## src/rtl/ecu_pkg.sv

```systemverilog
package ecu_pkg;

    // Architectural limit on channels
    localparam int ECU_MAX_CH    = 4;

    // Register byte offsets (software decodes these)
    localparam int ECU_ADDR_CAP  = 'h10;
    localparam int ECU_ADDR_EDGE = 'h30;
    localparam int ECU_ADDR_CTRL = 'h50;
    localparam int ECU_ADDR_IEN  = 'h54;
    localparam int ECU_ADDR_STAT = 'h58;
    localparam int ECU_ADDR_ACK  = 'h5C;

    // Field positions
    localparam int ECU_RUN_BIT   = 10;
    localparam int ECU_PS_LSB    = 4;
    localparam int ECU_PS_W      = 5;
    localparam int ECU_FLAG_LSB  = 1;

    // Transition-select code; XOR with 3 swaps rise and fall
    typedef enum logic [1:0] {
        ECU_EDGE_OFF  = 2'd0,
        ECU_EDGE_RISE = 2'd1,
        ECU_EDGE_FALL = 2'd2,
        ECU_EDGE_BOTH = 2'd3
    } ecu_edge_e;

endpackage

```

## src/rtl/ecu_timebase.sv

```systemverilog
module ecu_timebase
    import ecu_pkg::*;
#(
    parameter int CNT_W = 32,
    parameter int PS_W  = ECU_PS_W
) (
    input  logic             clk,
    input  logic             rst_n,
    input  logic             run,
    input  logic [PS_W-1:0]  prescale,
    output logic [CNT_W-1:0] count
);

    typedef struct packed {
        logic [PS_W-1:0]  div;
        logic [CNT_W-1:0] cnt;
    } tb_state_t;

    tb_state_t tb_d, tb_q;

    always_comb begin
        tb_d = tb_q;
        if (!run) begin
            tb_d.div = '0;
        end else if (tb_q.div >= prescale) begin
            tb_d.div = '0;
            tb_d.cnt = tb_q.cnt + 1'b1;
        end else begin
            tb_d.div = tb_q.div + 1'b1;
        end
    end

    always_ff @(posedge clk or negedge rst_n) begin
        if (!rst_n) tb_q <= '0;
        else        tb_q <= tb_d;
    end

    assign count = tb_q.cnt;

    AST_CNT_HOLD_STOPPED: assert property (@(posedge clk) disable iff (!rst_n)
        !run |=> $stable(count));

    AST_CNT_STEP_ONE: assert property (@(posedge clk) disable iff (!rst_n)
        !$stable(count) |-> (count == $past(count) + 1'b1));

endmodule

```

## src/rtl/ecu_chan.sv

```systemverilog
module ecu_chan
    import ecu_pkg::*;
#(
    parameter int CNT_W = 32
) (
    input  logic             clk,
    input  logic             rst_n,
    input  logic             pin,
    input  logic             run,
    input  ecu_edge_e        mode,
    input  logic [CNT_W-1:0] count,
    output logic             hit,
    output logic [CNT_W-1:0] cap
);

    typedef struct packed {
        logic [1:0]       sync;
        logic             last;
        logic [CNT_W-1:0] cap;
    } ch_state_t;

    ch_state_t ch_d, ch_q;
    logic rise, fall, sel;

    always_comb begin
        ch_d      = ch_q;
        rise      = ch_q.sync[1] & ~ch_q.last;
        fall      = ~ch_q.sync[1] & ch_q.last;
        unique case (mode)
            ECU_EDGE_RISE: sel = rise;
            ECU_EDGE_FALL: sel = fall;
            ECU_EDGE_BOTH: sel = rise | fall;
            default:       sel = 1'b0;
        endcase
        hit       = run & sel;
        ch_d.sync = {ch_q.sync[0], pin};
        ch_d.last = ch_q.sync[1];
        if (hit) ch_d.cap = count;
    end

    always_ff @(posedge clk or negedge rst_n) begin
        if (!rst_n) ch_q <= '0;
        else        ch_q <= ch_d;
    end

    assign cap = ch_q.cap;

    AST_CAP_TAKES_COUNT: assert property (@(posedge clk) disable iff (!rst_n)
        hit |=> (cap == $past(count)));

    AST_STOPPED_NO_CAPTURE: assert property (@(posedge clk) disable iff (!rst_n)
        !run |=> $stable(cap));

    AST_MODE_OFF_HOLDS: assert property (@(posedge clk) disable iff (!rst_n)
        (mode == ECU_EDGE_OFF) |=> $stable(cap));

endmodule

```

## src/rtl/edge_capture_unit.sv

```systemverilog
module edge_capture_unit
    import ecu_pkg::*;
#(
    parameter int NUM_CH = ECU_MAX_CH,
    parameter int CNT_W  = 32,
    parameter int ADDR_W = 8,
    parameter int DATA_W = 32
) (
    input  logic              clk,
    input  logic              rst_n,
    input  logic              bus_we,
    input  logic [ADDR_W-1:0] bus_addr,
    input  logic [DATA_W-1:0] bus_wdata,
    output logic [DATA_W-1:0] bus_rdata,
    input  logic [NUM_CH-1:0] cap_in,
    output logic              irq
);

    localparam int PS_W = ECU_PS_W;
    localparam logic [ADDR_W-1:0] A_CTRL = ADDR_W'(ECU_ADDR_CTRL);
    localparam logic [ADDR_W-1:0] A_IEN  = ADDR_W'(ECU_ADDR_IEN);
    localparam logic [ADDR_W-1:0] A_STAT = ADDR_W'(ECU_ADDR_STAT);
    localparam logic [ADDR_W-1:0] A_ACK  = ADDR_W'(ECU_ADDR_ACK);

    typedef struct packed {
        logic                   run;
        logic [PS_W-1:0]        presc;
        logic [NUM_CH-1:0]      ien;
        logic [NUM_CH-1:0]      stat;
        logic [NUM_CH-1:0][1:0] mode;
    } rg_state_t;

    rg_state_t rg_d, rg_q;

    logic [CNT_W-1:0]             count;
    logic [NUM_CH-1:0]            hit;
    logic [NUM_CH-1:0][CNT_W-1:0] cap_val;
    logic [NUM_CH-1:0]            ack_mask;
    logic                         unused_wdata_bits;

    assign unused_wdata_bits = ^bus_wdata;

    ecu_timebase #(.CNT_W(CNT_W), .PS_W(PS_W)) u_timebase (
        .clk      (clk),
        .rst_n    (rst_n),
        .run      (rg_q.run),
        .prescale (rg_q.presc),
        .count    (count)
    );

    for (genvar c = 0; c < NUM_CH; c++) begin : g_chan
        ecu_chan #(.CNT_W(CNT_W)) u_chan (
            .clk   (clk),
            .rst_n (rst_n),
            .pin   (cap_in[c]),
            .run   (rg_q.run),
            .mode  (ecu_edge_e'(rg_q.mode[c])),
            .count (count),
            .hit   (hit[c]),
            .cap   (cap_val[c])
        );

        AST_STAT_SET_ON_HIT: assert property (@(posedge clk) disable iff (!rst_n)
            hit[c] |=> rg_q.stat[c]);

        AST_ACK_CLEARS_FLAG: assert property (@(posedge clk) disable iff (!rst_n)
            (bus_we && bus_addr == A_ACK && bus_wdata[ECU_FLAG_LSB + c] && !hit[c])
            |=> !rg_q.stat[c]);

        AST_FLAG_HOLDS_IDLE: assert property (@(posedge clk) disable iff (!rst_n)
            (!hit[c] && !(bus_we && bus_addr == A_ACK)) |=> $stable(rg_q.stat[c]));
    end

    // Next-state for the register file
    always_comb begin
        rg_d     = rg_q;
        ack_mask = '0;
        if (bus_we) begin
            if (bus_addr == A_CTRL) begin
                rg_d.run   = bus_wdata[ECU_RUN_BIT];
                rg_d.presc = bus_wdata[ECU_PS_LSB +: PS_W];
            end
            if (bus_addr == A_IEN) begin
                rg_d.ien = bus_wdata[ECU_FLAG_LSB +: NUM_CH];
            end
            if (bus_addr == A_ACK) begin
                ack_mask = bus_wdata[ECU_FLAG_LSB +: NUM_CH];
            end
            for (int c = 0; c < NUM_CH; c++) begin
                if (bus_addr == ADDR_W'(ECU_ADDR_EDGE + 4 * c)) begin
                    rg_d.mode[c] = bus_wdata[1:0];
                end
            end
        end
        // a new capture outranks a clear in the same cycle
        rg_d.stat = (rg_q.stat & ~ack_mask) | hit;
    end

    always_ff @(posedge clk or negedge rst_n) begin
        if (!rst_n) rg_q <= '0;
        else        rg_q <= rg_d;
    end

    // Read mux
    always_comb begin
        bus_rdata = '0;
        if (bus_addr == A_CTRL) begin
            bus_rdata[ECU_RUN_BIT]          = rg_q.run;
            bus_rdata[ECU_PS_LSB +: PS_W]   = rg_q.presc;
        end
        if (bus_addr == A_IEN)  bus_rdata[ECU_FLAG_LSB +: NUM_CH] = rg_q.ien;
        if (bus_addr == A_STAT) bus_rdata[ECU_FLAG_LSB +: NUM_CH] = rg_q.stat;
        for (int c = 0; c < NUM_CH; c++) begin
            if (bus_addr == ADDR_W'(ECU_ADDR_CAP + 4 * c)) begin
                bus_rdata = DATA_W'(cap_val[c]);
            end
            if (bus_addr == ADDR_W'(ECU_ADDR_EDGE + 4 * c)) begin
                bus_rdata[1:0] = rg_q.mode[c];
            end
        end
    end

    assign irq = |(rg_q.stat & rg_q.ien);

    AST_IRQ_MASKED_OFF: assert property (@(posedge clk) disable iff (!rst_n)
        (rg_q.ien == '0) |-> !irq);

    AST_IRQ_NEEDS_FLAG: assert property (@(posedge clk) disable iff (!rst_n)
        (rg_q.stat == '0) |-> !irq);

endmodule

```

## config.mk

```make
export PLATFORM = sky130hd
export DESIGN_NAME = edge_capture_unit
export DESIGN_NICKNAME = d
export VERILOG_FILES = /design/src/rtl/ecu_pkg.sv /design/src/rtl/ecu_timebase.sv /design/src/rtl/ecu_chan.sv /design/src/rtl/edge_capture_unit.sv
export SDC_FILE = /design/constraint.sdc
export NUM_CORES = 1
export LEC_CHECK = 0
export BUFFER_PORTS_ARGS = -buffer_cell sky130_fd_sc_hd__buf_4
export CORE_MARGIN = 5
export CORE_UTILIZATION = 37
export DETAILED_ROUTE_END_ITERATION = 12
export MAX_ROUTING_LAYER = met4
export PLACE_DENSITY = 0.63
export SYNTH_ARGS = -nofsm -noshare
export SYNTH_HDL_FRONTEND = slang
export SYNTH_SLANG_ARGS = --single-unit
```

## constraint.sdc

```tcl
create_clock -name clk -period 4 [get_ports clk]
set_input_delay 0.2 -clock clk [delete_from_list [all_inputs] [get_ports clk]]
set_output_delay 0.2 -clock clk [all_outputs]
set_load 0.02 [all_outputs]
```

==> Flow_metrics.wiki <==
{| class="wikitable"
! Metric !! Value
|-
| Element type at the critical path end || primary output
|-
| TritonCTS buffer count || 17
|-
| Worst VDD drop || ~280 uV
|-
| Pin count of the biggest net entering global routing || roughly 120
|-
| Total track usage || 0.159
|-
| Area of combinational cells with multiple inputs || 4030 um^2
|-
| Total grt overflow || 0
|-
| Largest fanout on the critical path || 14
|-
| Detail Route Antenna Nets || 0
|-
| Worst flop-to-flop path startpoint || rg_q[18]
|-
| CP Class || input port to primary output
|-
| Number of cells produced by synthesis || between 700 and 800
|-
| Post-layout minimum cycle time || ~2.6 ns
|-
| Number of antenna violations at the first check in global routing || 0
|-
| CP dominant cell by count || sky130_fd_sc_hd__buf_4
|-
| Source of the worst hold timing path || bus_wdata[0]
|-
| Power dissipated by switching net loads || 0.950 mW
|-
| DRC violation total after the first TritonRoute iteration || between 400 and 500
|-
| Path category of the worst min-delay check || input port to register
|-
| Buffer depth of the longest clock path || 2
|-
| Proportion of power drawn by flip-flops and latches || 0.529
|-
| Family with the most delay on the worst path || simple AND/OR/NAND/NOR gates
|-
| Worst setup timing slack at the placement stage || between 1 and 1.5 ns
|-
| Normalized max-slew margin || 0.279
|-
| Number of max-slew violations in the final report || 0
|-
| Crit path DAT || between 2 and 2.5 ns
|-
| Initial core utilization || 0.373
|-
| Total wire length || between 20,000 and 25,000 um
|-
| Root Buffer Master || sky130_fd_sc_hd__clkbuf_16
|-
| Number of gates resized after CTS || 0
|-
| CP peak stage delay || approximately 0.64 ns
|-
| Post-synthesis instance area || between 9000 and 10,000 um^2
|-
| Vias in the first global route || approximately 6,300
|-
| Clk pin slew, worst setup/hold paths || roughly 0.070 ns
|-
| Share of async-settable or async-resettable flops after synthesis || 1.00
|-
| Pre-antenna DRT Iters || 4
|-
| Startpoint type of the worst setup path || input port
|-
| TritonCTS clock tree || built
|-
| Cell breakdown of the critical path || buf_4, nor2_2, nand3_1, nor2_2, buf_4, a22oi_1, o21ai_0, buf_4
|-
| Switching Fraction || 0.241
|-
| Slew at the pin closest to its max-slew limit || between 1 and 1.5 ns
|-
| Register bit count reported by yosys || ~200
|-
| HPWL after detailed placement || about 14,000 um
|-
| Vertical die dimension || around 170 um
|-
| Boundary Pins || 80
|-
| Horizontal extent of the die || about 170 um
|-
| Placer's final routability congestion estimate || approximately 0.8
|-
| Post-layout util || 0.430
|-
| Synth Flop Type || sky130_fd_sc_hd__dfrtp_1
|-
| Number of H-tree levels || 4
|-
| Post-route DRC || 0
|-
| Fraction of final layout cells sized beyond drive strength 1 || 0.335
|-
| Row Count || 58
|-
| Share of total power in the clock network || 0.424
|-
| Combined flip-flop and latch cell area || ~5000 um^2
|-
| Maximum Capacitance Violations || 0
|-
| Final number of setup-violating endpoints || 0
|-
| Routed wire per std cell || 18.4 um
|-
| Endpoints failing hold || 0
|-
| Number of fill cells || 2,399
|-
| Outcome || completed
|-
| Number of diodes added for antenna fixing || 0
|-
| Mapped Nets || around 820
|-
| Total core area || 25,000 um^2
|-
| First-pass GRT wire length || ~35,000 um
|-
| Number of port buffers || 57
|-
| Area Overhead vs Synth || 15.1%
|-
| Setup TNS || 0 ns
|-
| Slowest stage cell, crit path || sky130_fd_sc_hd__nor2_2
|-
| Combined buffer and inverter count along the critical path || 3
|-
| P_int || between 2 and 3 mW
|-
| Sink count of the clock tree || 199
|-
| Count of flip-flops with a built-in enable after synthesis || 0
|-
| Library cells used by synthesis || 54
|-
| Per-cell via count in the routed design || around 5.3
|-
| Worst setup path startpoint || bus_addr[1]
|-
| Unrepaired setup endpoints after global routing || no
|-
| Number of warnings reported in the yosys synthesis log || 0
|-
| Vias after detailed routing || 6,114
|-
| Power per cell area || ~370 nW/um^2
|-
| Worst Path Required || between 3 and 4 ns
|-
| Seq/Total Area, Yosys || 0.534
|-
| Final-stage net count || approximately 870
|-
| LEAKAGE || a little over 5 nW
|-
| Post-CTS setup repair buffer count || 0
|-
| Final worst slack || approximately 1.4 ns
|-
| Die Footprint || 28,500 um^2
|-
| Max frequency || approximately 400 MHz
|-
| Share of the clock period used by the worst path || 0.640
|-
| Proportion of power drawn by combinational gates || 0.047
|-
| Clock Skew || 0.00983 ns
|-
| Mean area per synthesized cell || 12.3 um^2
|-
| Clk Latency, worst-skew pair || around 0.44 ns
|}
[metal layers]
metal / GRT usage / vias to the layer above / wire length [um]
met5: - / - / 0
met3: 0.0280 / 17 / 939
li1: - / 2816 / -
met4: 0.0360 / 0 / 173
met1: 0.224 / 3161 / 10300
met2: 0.240 / 120 / 9850
[cells by family after synthesis]
| group | synth area share |
|---|---|
| flip-flops | 0.534 |
| AND/OR/NAND/NOR | 0.0976 |
| multiplexers | 0.190 |
| AO/OA/AOI/OAI | 0.0892 |
| buffers and inverters | 0.0374 |
| XOR/XNOR | 0.0319 |
| adder cells (fa/ha/maj) | 0.0201 |
[Yosys cell counts, drive strengths merged (3+ instances only)]
master	number	area share
a22o	5	0.0047
nor2b	7	0.0055
and3	3	0.0020
xor2	29	0.027
nand3	16	0.0091
nor4b	3	0.0067
inv	24	0.0097
ha	15	0.020
nand2	42	0.018
mux2	147	0.18
dfrtp	199	0.53
a221oi	3	0.0028
o21ai	33	0.019
mux2i	9	0.0097
nand3b	5	0.0044
xnor2	5	0.0047
nor4	16	0.015
a22oi	45	0.036
nor3	18	0.011
a21oi	21	0.011
nor2	32	0.014
a211oi	4	0.0032
nand4	8	0.0054
buf	42	0.025
clkbuf	7	0.0032
a21o	5	0.0040
[stage by stage]
step                instance area, um^2  hold WS [ns]  std cells  total power [mW]
CTS                               10700        0.0308       1154              3.99
detailed placement                10000         0.311       1110              2.30
global placement                  10000         0.311       1110              2.30
floorplan                          9320       -0.0956        759              2.20
finish                            10700        0.0417       1154              3.94
global route                      10700        0.0274       1154              4.10
[timing repair]
item | CTS | global route
hold endpoints to repair | 128 | 0
hold buffers | 12 | 0
endpoints found under the setup margin | 0 | 0
[area by class of cell]
type,instances,area share
sequential,199,0.464
multi-input combinational,487,0.376
timing repair buffer,82,0.0607
clock buffer,19,0.0413
tap,330,0.0385
clock inverter,13,0.0113
inverter,24,0.00839
[path summary, 6_finish.rpt]
path	cells past startpoint	end	slack, ns
setup / recovery	8	bus_rdata[28]	1.44
hold / removal	2	rg_q[2]	0.04
setup reg to reg	6	u_timebase.count[1]	1.44
hold reg to reg	0	g_chan[2].u_chan.ch_d[32]	0.34
max in group asynchronous	3	g_chan[1].u_chan.cap[18]	2.59
min in group asynchronous	2	rg_q[19]	0.46
[cell usage in the layout (no fill, tap or decap), drive strengths merged, types with 2 or more instances in the layout]
| cell | n |
|---|---|
| o31ai | 2 |
| nand4 | 8 |
| a21oi | 21 |
| inv | 27 |
| dfrtp | 199 |
| o21ai | 33 |
| a221oi | 3 |
| nor3 | 18 |
| clkinvlp | 5 |
| and2 | 2 |
| a211oi | 4 |
| a21o | 5 |
| nor4 | 16 |
| mux2 | 147 |
| a22o | 5 |
| ha | 15 |
| nor2b | 7 |
| nand3 | 16 |
| nor4b | 3 |
| nand3b | 5 |
| nor2 | 32 |
| and3 | 3 |
| xor2 | 29 |
| clkbuf | 20 |
| nand2 | 42 |
| xnor2 | 5 |
| nand2b | 2 |
| a22oi | 45 |
| and2b | 2 |
| mux2i | 9 |
| clkinv | 4 |
| dlygate4sd3 | 12 |
| buf | 69 |
[power groups by stage]
stage / Combinational (mW) / Sequential (mW) / Clock [mW]
after floorplan: 0.0991 / 2.10 / 0
after global placement: 0.176 / 2.13 / 0
after detailed placement: 0.179 / 2.13 / 0
after CTS: 0.190 / 2.09 / 1.71
after global routing: 0.213 / 2.09 / 1.79
final: 0.185 / 2.09 / 1.67
[worst reg2reg max path: stages, from the launching register on]
cell,delay (ns)
sky130_fd_sc_hd__dfrtp_1,0.39
sky130_fd_sc_hd__inv_1,0.07
sky130_fd_sc_hd__ha_1,0.30
sky130_fd_sc_hd__a21oi_1,0.26
sky130_fd_sc_hd__o21ai_4,0.11
sky130_fd_sc_hd__a41oi_4,0.90
sky130_fd_sc_hd__mux2_2,0.42
[flip-flops by register name, indices dropped and copies added, names as in the netlist]
signal / flops
u_timebase.count: 32
rg_q: 22
u_timebase.tb_q: 5
g_chan.u_chan.ch_q: 4
g_chan.u_chan.cap: 128
g_chan.u_chan.ch_d: 8
Note: power is estimated with default switching activity, not from simulation.
